--- config.mk ---
export PLATFORM = sky130hd
export DESIGN_NAME = synth_cfg_i2c
export DESIGN_NICKNAME = d
export VERILOG_FILES = /design/src/rtl/synth_cfg_pkg.sv /design/src/rtl/bus_sync.sv /design/src/rtl/line_events.sv /design/src/rtl/i2c_tgt_fsm.sv /design/src/rtl/div_cfg_regs.sv /design/src/rtl/synth_cfg_i2c.sv
export SDC_FILE = /design/constraint.sdc
export NUM_CORES = 1
export LEC_CHECK = 0
export BUFFER_PORTS_ARGS = -buffer_cell sky130_fd_sc_hd__buf_4
export CORE_ASPECT_RATIO = 1.2
export CORE_UTILIZATION = 47
export CTS_CLUSTER_DIAMETER = 120
export DETAILED_ROUTE_END_ITERATION = 10
export HOLD_SLACK_MARGIN = 0.08
export MAX_ROUTING_LAYER = met4
export PLACE_DENSITY = 0.65
export SYNTH_ARGS = -nofsm -noshare
export SYNTH_HDL_FRONTEND = slang
export SYNTH_HIERARCHICAL = 1
export SYNTH_SLANG_ARGS = --single-unit
--- constraint.sdc ---
create_clock -name clk -period 4.4 [get_ports clk]
set_input_delay 0.44 -clock clk [delete_from_list [all_inputs] [get_ports clk]]
set_output_delay 0.44 -clock clk [all_outputs]
set_load 0.02 [all_outputs]
--- src/rtl/synth_cfg_pkg.sv ---
package synth_cfg_pkg;

  localparam int M_W  = 10;
  localparam int NA_W = 3;

  typedef struct packed {
    logic            p;
    logic            nb;
    logic [NA_W-1:0] na;
    logic [M_W-1:0]  m;
  } div_cfg_t;

  localparam div_cfg_t DEF_CFG = '{p: 1'b1, nb: 1'b0, na: 3'd2, m: 10'd500};
  localparam logic [M_W-1:0] M_MAX = {M_W{1'b1}};

  localparam logic [7:0] OP_LOAD = 8'h01;
  localparam logic [7:0] OP_GET  = 8'h02;
  localparam logic [7:0] OP_INC  = 8'h03;
  localparam logic [7:0] OP_DEC  = 8'h04;

  typedef enum logic [2:0] {
    TS_IDLE, TS_ADDR, TS_AACK, TS_WR, TS_WACK, TS_RD, TS_RACK
  } tgt_state_t;

  // staging word layout: {rsvd, p, nb, na, m}
  function automatic logic [15:0] cfg_to_word(div_cfg_t c);
    return {1'b0, c};
  endfunction

  function automatic div_cfg_t word_to_cfg(logic [15:0] w);
    return div_cfg_t'(w[14:0]);
  endfunction

endpackage

--- src/rtl/bus_sync.sv ---
module bus_sync #(
  parameter int STAGES = 2,
  parameter int WIDTH  = 4,
  parameter logic [WIDTH-1:0] RST_VAL = '1
) (
  input  logic             clk,
  input  logic             rst_n,
  input  logic [WIDTH-1:0] raw,
  output logic [WIDTH-1:0] synced
);
  for (genvar g = 0; g < WIDTH; g++) begin : g_bit
    logic [STAGES-1:0] pipe_q;
    always_ff @(posedge clk or negedge rst_n) begin
      if (!rst_n) pipe_q <= {STAGES{RST_VAL[g]}};
      else        pipe_q <= {pipe_q[STAGES-2:0], raw[g]};
    end
    assign synced[g] = pipe_q[STAGES-1];
  end
endmodule

--- src/rtl/line_events.sv ---
module line_events #(
  parameter int SYNC_STAGES = 2
) (
  input  logic clk,
  input  logic rst_n,
  input  logic scl_in,
  input  logic sda_in,
  input  logic mr_n_in,
  input  logic pload_in,
  output logic sda_s,
  output logic scl_rise,
  output logic scl_fall,
  output logic start_det,
  output logic stop_det,
  output logic mr_s,
  output logic mr_rise,
  output logic pload_s
);
  logic [3:0] synced;
  logic scl_s, scl_d, sda_d, mr_d;

  bus_sync #(.STAGES(SYNC_STAGES), .WIDTH(4), .RST_VAL(4'b1111)) u_sync (
    .clk(clk), .rst_n(rst_n),
    .raw({pload_in, mr_n_in, sda_in, scl_in}),
    .synced(synced)
  );

  assign scl_s   = synced[0];
  assign sda_s   = synced[1];
  assign mr_s    = synced[2];
  assign pload_s = synced[3];

  always_ff @(posedge clk or negedge rst_n) begin
    if (!rst_n) begin
      scl_d <= 1'b1;
      sda_d <= 1'b1;
      mr_d  <= 1'b1;
    end else begin
      scl_d <= scl_s;
      sda_d <= sda_s;
      mr_d  <= mr_s;
    end
  end

  assign scl_rise  = scl_s & ~scl_d;
  assign scl_fall  = ~scl_s & scl_d;
  assign start_det = scl_s & scl_d & sda_d & ~sda_s;
  assign stop_det  = scl_s & scl_d & ~sda_d & sda_s;
  assign mr_rise   = mr_s & ~mr_d;
endmodule

--- src/rtl/i2c_tgt_fsm.sv ---
module i2c_tgt_fsm
  import synth_cfg_pkg::*;
#(
  parameter logic [4:0] ADDR_PREFIX = 5'b10110
) (
  input  logic       clk,
  input  logic       rst_n,
  input  logic       sda_s,
  input  logic       scl_rise,
  input  logic       scl_fall,
  input  logic       start_det,
  input  logic       stop_det,
  input  logic [1:0] addr_sel,
  input  logic [7:0] rd_lo,
  input  logic [7:0] rd_hi,
  output logic       sda_oe,
  output logic       wr_strobe,
  output logic [1:0] wr_idx,
  output logic [7:0] wr_data
);
  localparam int CNT_W = 4;
  localparam logic [CNT_W-1:0] FULL = CNT_W'(8);
  localparam logic [CNT_W-1:0] LAST = CNT_W'(7);

  tgt_state_t st_q, st_n;
  logic [CNT_W-1:0] cnt_q, cnt_n;
  logic [7:0] sh_q, sh_n;
  logic [1:0] idx_q, idx_n;
  logic rw_q, rw_n, nack_q, nack_n, oe_q, oe_n, rdsel_q, rdsel_n;
  logic [7:0] next_rd;

  assign next_rd = rdsel_q ? rd_lo : rd_hi;

  always_comb begin
    st_n = st_q; cnt_n = cnt_q; sh_n = sh_q; idx_n = idx_q;
    rw_n = rw_q; nack_n = nack_q; oe_n = oe_q; rdsel_n = rdsel_q;
    wr_strobe = 1'b0;
    if (stop_det) begin
      st_n = TS_IDLE; oe_n = 1'b0;
    end else if (start_det) begin
      st_n = TS_ADDR; oe_n = 1'b0; cnt_n = '0;
    end else begin
      unique case (st_q)
        TS_ADDR: begin
          if (scl_rise) begin
            sh_n = {sh_q[6:0], sda_s}; cnt_n = cnt_q + 1'b1;
          end else if (scl_fall && cnt_q == FULL) begin
            if (sh_q[7:1] == {ADDR_PREFIX, addr_sel}) begin
              st_n = TS_AACK; oe_n = 1'b1; rw_n = sh_q[0];
            end else begin
              st_n = TS_IDLE;
            end
          end
        end
        TS_AACK: begin
          if (scl_fall) begin
            cnt_n = '0;
            if (rw_q) begin
              st_n = TS_RD; rdsel_n = 1'b0; sh_n = rd_lo; oe_n = ~rd_lo[7];
            end else begin
              st_n = TS_WR; oe_n = 1'b0; idx_n = '0;
            end
          end
        end
        TS_WR: begin
          if (scl_rise) begin
            sh_n = {sh_q[6:0], sda_s}; cnt_n = cnt_q + 1'b1;
          end else if (scl_fall && cnt_q == FULL) begin
            wr_strobe = 1'b1; st_n = TS_WACK; oe_n = 1'b1;
          end
        end
        TS_WACK: begin
          if (scl_fall) begin
            st_n = TS_WR; oe_n = 1'b0; cnt_n = '0;
            if (idx_q != 2'd3) idx_n = idx_q + 1'b1;
          end
        end
        TS_RD: begin
          if (scl_fall) begin
            if (cnt_q == LAST) begin
              st_n = TS_RACK; oe_n = 1'b0;
            end else begin
              cnt_n = cnt_q + 1'b1; sh_n = {sh_q[6:0], 1'b0}; oe_n = ~sh_q[6];
            end
          end
        end
        TS_RACK: begin
          if (scl_rise) begin
            nack_n = sda_s;
          end else if (scl_fall) begin
            if (nack_q) begin
              st_n = TS_IDLE;
            end else begin
              st_n = TS_RD; rdsel_n = ~rdsel_q; sh_n = next_rd;
              oe_n = ~next_rd[7]; cnt_n = '0;
            end
          end
        end
        default: ;
      endcase
    end
  end

  always_ff @(posedge clk or negedge rst_n) begin
    if (!rst_n) begin
      st_n_reg_reset: begin
        st_q <= TS_IDLE; cnt_q <= '0; sh_q <= '0; idx_q <= '0;
        rw_q <= 1'b0; nack_q <= 1'b0; oe_q <= 1'b0; rdsel_q <= 1'b0;
      end
    end else begin
      st_q <= st_n; cnt_q <= cnt_n; sh_q <= sh_n; idx_q <= idx_n;
      rw_q <= rw_n; nack_q <= nack_n; oe_q <= oe_n; rdsel_q <= rdsel_n;
    end
  end

  assign sda_oe  = oe_q;
  assign wr_idx  = idx_q;
  assign wr_data = sh_q;
endmodule

--- src/rtl/div_cfg_regs.sv ---
module div_cfg_regs
  import synth_cfg_pkg::*;
(
  input  logic       clk,
  input  logic       rst_n,
  input  logic       mr_s,
  input  logic       mr_rise,
  input  logic       pload_s,
  input  div_cfg_t   par_cfg,
  input  logic       wr_strobe,
  input  logic [1:0] wr_idx,
  input  logic [7:0] wr_data,
  output div_cfg_t   act_cfg,
  output logic [7:0] stg_lo,
  output logic [7:0] stg_hi
);
  div_cfg_t act_q, act_n;
  logic [7:0] lo_q, lo_n, hi_q, hi_n;
  logic cmd_hit;
  logic [15:0] act_word;

  assign cmd_hit  = wr_strobe && (wr_idx == 2'd0);
  assign act_word = cfg_to_word(act_q);

  always_comb begin
    act_n = act_q;
    if (mr_rise) begin
      act_n = par_cfg;
    end else if (mr_s) begin
      if (!pload_s) begin
        act_n = par_cfg;
      end else if (cmd_hit) begin
        unique case (wr_data)
          OP_LOAD: act_n = word_to_cfg({hi_q, lo_q});
          OP_INC:  if (act_q.m != M_MAX) act_n.m = act_q.m + 1'b1;
          OP_DEC:  if (act_q.m != '0)    act_n.m = act_q.m - 1'b1;
          default: ;
        endcase
      end
    end
  end

  always_comb begin
    lo_n = lo_q;
    hi_n = hi_q;
    if (cmd_hit && wr_data == OP_GET) begin
      lo_n = act_word[7:0];
      hi_n = act_word[15:8];
    end else if (wr_strobe && wr_idx == 2'd1) begin
      lo_n = wr_data;
    end else if (wr_strobe && wr_idx == 2'd2) begin
      hi_n = {1'b0, wr_data[6:0]};
    end
  end

  localparam logic [15:0] DEF_WORD = {1'b0, DEF_CFG};

  always_ff @(posedge clk or negedge rst_n) begin
    if (!rst_n) begin
      act_q <= DEF_CFG;
      lo_q  <= DEF_WORD[7:0];
      hi_q  <= DEF_WORD[15:8];
    end else begin
      act_q <= act_n;
      lo_q  <= lo_n;
      hi_q  <= hi_n;
    end
  end

  assign act_cfg = act_q;
  assign stg_lo  = lo_q;
  assign stg_hi  = hi_q;
endmodule

--- src/rtl/synth_cfg_i2c.sv ---
module synth_cfg_i2c
  import synth_cfg_pkg::*;
#(
  parameter int         SYNC_STAGES = 2,
  parameter logic [4:0] ADDR_PREFIX = 5'b10110
) (
  input  logic        clk,
  input  logic        rst_n,
  input  logic        scl_in,
  input  logic        sda_in,
  output logic        sda_oe,
  input  logic [1:0]  addr_sel,
  input  logic        mr_n,
  input  logic        pload,
  input  logic [9:0]  par_m,
  input  logic [2:0]  par_na,
  input  logic        par_nb,
  input  logic        par_p,
  output logic [9:0]  m_out,
  output logic [2:0]  na_out,
  output logic        nb_out,
  output logic        p_out,
  output logic        serial_mode
);
  logic sda_s, scl_rise, scl_fall, start_det, stop_det;
  logic mr_s, mr_rise, pload_s;
  logic wr_strobe;
  logic [1:0] wr_idx;
  logic [7:0] wr_data, stg_lo, stg_hi;
  div_cfg_t par_cfg, act_cfg;

  assign par_cfg = '{p: par_p, nb: par_nb, na: par_na, m: par_m};

  line_events #(.SYNC_STAGES(SYNC_STAGES)) u_lines (
    .clk(clk), .rst_n(rst_n), .scl_in(scl_in), .sda_in(sda_in),
    .mr_n_in(mr_n), .pload_in(pload),
    .sda_s(sda_s), .scl_rise(scl_rise), .scl_fall(scl_fall),
    .start_det(start_det), .stop_det(stop_det),
    .mr_s(mr_s), .mr_rise(mr_rise), .pload_s(pload_s)
  );

  i2c_tgt_fsm #(.ADDR_PREFIX(ADDR_PREFIX)) u_fsm (
    .clk(clk), .rst_n(rst_n), .sda_s(sda_s),
    .scl_rise(scl_rise), .scl_fall(scl_fall),
    .start_det(start_det), .stop_det(stop_det),
    .addr_sel(addr_sel), .rd_lo(stg_lo), .rd_hi(stg_hi),
    .sda_oe(sda_oe), .wr_strobe(wr_strobe), .wr_idx(wr_idx), .wr_data(wr_data)
  );

  div_cfg_regs u_regs (
    .clk(clk), .rst_n(rst_n), .mr_s(mr_s), .mr_rise(mr_rise),
    .pload_s(pload_s), .par_cfg(par_cfg),
    .wr_strobe(wr_strobe), .wr_idx(wr_idx), .wr_data(wr_data),
    .act_cfg(act_cfg), .stg_lo(stg_lo), .stg_hi(stg_hi)
  );

  assign m_out       = act_cfg.m;
  assign na_out      = act_cfg.na;
  assign nb_out      = act_cfg.nb;
  assign p_out       = act_cfg.p;
  assign serial_mode = pload_s;
endmodule

==> out/qor.yml <==
status: "finished clean"
fp.dieW_um: 86.70
antenna_found_initial: 0
die_area_um2: 8986
multi_input_area_um2: 2226
syn-num-nets: 464
synth_area_per_cell_um2: 9.281
synth_flop_cell: "dfrtp_1"
grt_pass1_vias: 3298
fmax_mhz: 276.3
ys_types: 82
viasPerCell: 5.868
fin_crit_sh: 0.8226
fin_util: 0.5496
startpoint: "u_lines/u_sync/g_bit[1].pipe_q[1]"
fin_ws_ns: 0.7807
clk_latency_ns: 0.35
dp_slack_ns: 0.8142
crit_fanout: 11
fp-row-count: 36
start_util: 0.4909
wirelength_um: 10080
r2r_start: "u_lines/u_sync/g_bit[1].pipe_q[1]"
finalSetupTns_ns: 0
endpoint: "u_regs/act_cfg[0]"
gp_congestion: 0.8524
tightest_slew_ns: 0.9974
post_drt_wl_per_cell_um: 17.32
start_kind: "flop"
post_cts.repair.setup_buffers: 0
overflow: 0
finalHoldViolations: 0
ys_warn_count: 6
io-pin-count: 40
rr_worst_depth: 10
power.total_mw: 2.449
clock-root-buffer: "clkbuf_8"
clock_sinks: 62
portBuffers: 39
synth_area_um2: 4046
r2r_end: "u_regs/act_cfg[0]"
drive_gt1_frac: 0.2607
synth.most_common_cell: "nor2_1"
vias: 3415
slowest_delay_ns: 0.56
power.density_nw_per_um2: 540.5
fillers: 758
critical_path_class: "flop to flop"
cp.required_ns: 4.68
netlist_instances: 436
setup_violations: 0
end_kind: "flop"
grt_pass1_wl_um: 16860
ys_seq_area_frac: 0.3918
yosys_register_bits: 62
antenna_cells: 0
slew_headroom: 0.3351
ir_drop_mv: 0.2922
grt_max_degree: 63
remaining_drc_errors: 0
drtIter0Drc: 192
grtUsageTotal: 0.2494
htree_levels: 3
cts_max_path_buffers: 2
first_pass_iters: 5
cts_buffers: 9
layout_min_cycle_time_ns: 3.619
async_flop_share: 1.000
cts_tree: "built"
final_max_slew_viol_count: 0
synth_edf_count: 0
hpwl_um: 7127
core_area_um2: 8243
yosysTopAreaCellShare: 0.2165
synth_top_cells_by_count: "nor2_1, nand2_1, dfrtp_1"
fin_skew_ns: 0.01243
hold_path_class: "input port to async pin"
clk_pin_slew_ns: 0.07
ctsHoldBuffers: 0
area_delta_synth_final_pct: 11.97
drv_cap: 0
register_area_um2: 1585
synth_top_area_cell: "dfrtp_1"
die_y_um: 103.6
postRouteAntennaNets: 0
fin_nets: 491
post_cts_resized: 0
leakage_nw: 1.864
ff2ff_setup_slack_ns: 0.78
yosys-top-cells-area: "dfrtp_1, dfstp_2, mux2i_1"
cpMaxStageDelayCell: "dfstp_2"
rsz0062_at_grt: "false"
crit_arrival_ns: 3.90
crit_chain: "and4b_1 -> or2_1 -> or3_1 -> nor3_1 -> or3b_2 -> a21boi_1 -> o22ai_1 -> a31o_1 -> nor4_1 -> a211o_1"
-- layout by cell type, fill, tap and decap left out, types with 5 or more instances in the layout --
cell type | netlist | final
inv_1 | 10 | 10
nand2_1 | 42 | 42
mux2_2 | 13 | 13
clkbuf_8 | 1 | 9
ha_1 | 5 | 5
nor3_1 | 8 | 8
a22o_1 | 5 | 5
dfstp_2 | 27 | 27
a21oi_1 | 30 | 30
nor2b_1 | 9 | 9
a22oi_1 | 8 | 8
nand2b_1 | 7 | 7
o21ai_0 | 30 | 30
dfrtp_1 | 35 | 35
o31ai_1 | 6 | 6
nor2_1 | 45 | 45
o22ai_1 | 7 | 7
nand3_1 | 9 | 9
buf_4 | 11 | 45
mux2i_1 | 24 | 24
-- cell type report --
type,instances,share of cell area
clock buffer,9,0.02734
clock inverter,7,0.01602
inverter,11,0.009390
multi-input combinational,334,0.4913
sequential,62,0.3499
tap,114,0.03148
timing repair buffer,45,0.07456
-- worst min path at each step --
stage | start | slack [ns] | depth (start not counted) | endpoint
after global routing | scl_in | 0.17 | 1 | u_lines/u_sync/g_bit[0].pipe_q[0]
after detailed placement | u_lines/u_sync/g_bit[3].pipe_q[0] | 0.35 | 0 | u_lines/u_sync/g_bit[3].pipe_q[1]
after floorplan | rst_n | 0.14 | 0 | u_fsm/cnt_q[0]
after global placement | u_lines/u_sync/g_bit[3].pipe_q[0] | 0.35 | 0 | u_lines/u_sync/g_bit[3].pipe_q[1]
final | rst_n | 0.17 | 1 | u_fsm/cnt_q[0]
after CTS | scl_in | 0.18 | 1 | u_lines/u_sync/g_bit[0].pipe_q[0]
-- worst max-delay path: cells and delay by family (launching register included) --
family	cells	cell delay, ns
AND/OR/NAND/NOR	6	2.06
AO/OA/AOI/OAI	4	0.95
flip-flops	1	0.56
-- logic make-up (layout without fill, tap and decap cells) --
family,after synthesis,after routing,synth area share
simple gates,165,165,0.2192
compound gates,121,121,0.2081
flops,62,62,0.3918
buf+inv,40,72,0.05813
mux,37,37,0.09555
fa+ha+maj,5,5,0.01546
xor+xnor,5,5,0.01082
other cells,1,1,0.0009268
-- through the flow --
| step | instances | hold slack, ns | instance area (um^2) |
|---|---|---|---|
| finish | 582 | 0.1653 | 4531 |
| global route | 582 | 0.1689 | 4531 |
| CTS | 582 | 0.1841 | 4531 |
| detailed placement | 566 | 0.3476 | 4334 |
| global placement | 566 | 0.3466 | 4334 |
| floorplan | 436 | 0.1444 | 4046 |
-- report_power, final --
group	switching, mW	total [mW]	internal [mW]
sequential	0.239	0.950	0.711
combinational	0.561	0.996	0.435
clock	0.241	0.503	0.262
-- metal layers --
| metal | wire [um] | global-route usage |
|---|---|---|
| met3 | 447 | 0.04781 |
| met4 | 257 | 0.09167 |
| met2 | 5119 | 0.3940 |
| met1 | 4256 | 0.3164 |
| met5 | 0 | - |
-- sequential cells by signal (all words and copies together), names as in the netlist --
register,flops
u_regs/stg_lo,8
u_lines/u_sync/g_bit.pipe_q,8
u_fsm/sda_oe,1
u_lines/sda_d,1
u_fsm/wr_data,8
u_fsm/nack_q,1
u_fsm/cnt_q,4
u_fsm/st_q,3
u_fsm/rdsel_q,1
u_lines/mr_d,1
u_regs/stg_hi,7
u_lines/scl_d,1
u_fsm/wr_idx,2
u_fsm/rw_q,1
u_regs/act_cfg,15
No activity file was read; power rests on OpenSTA's default activity.
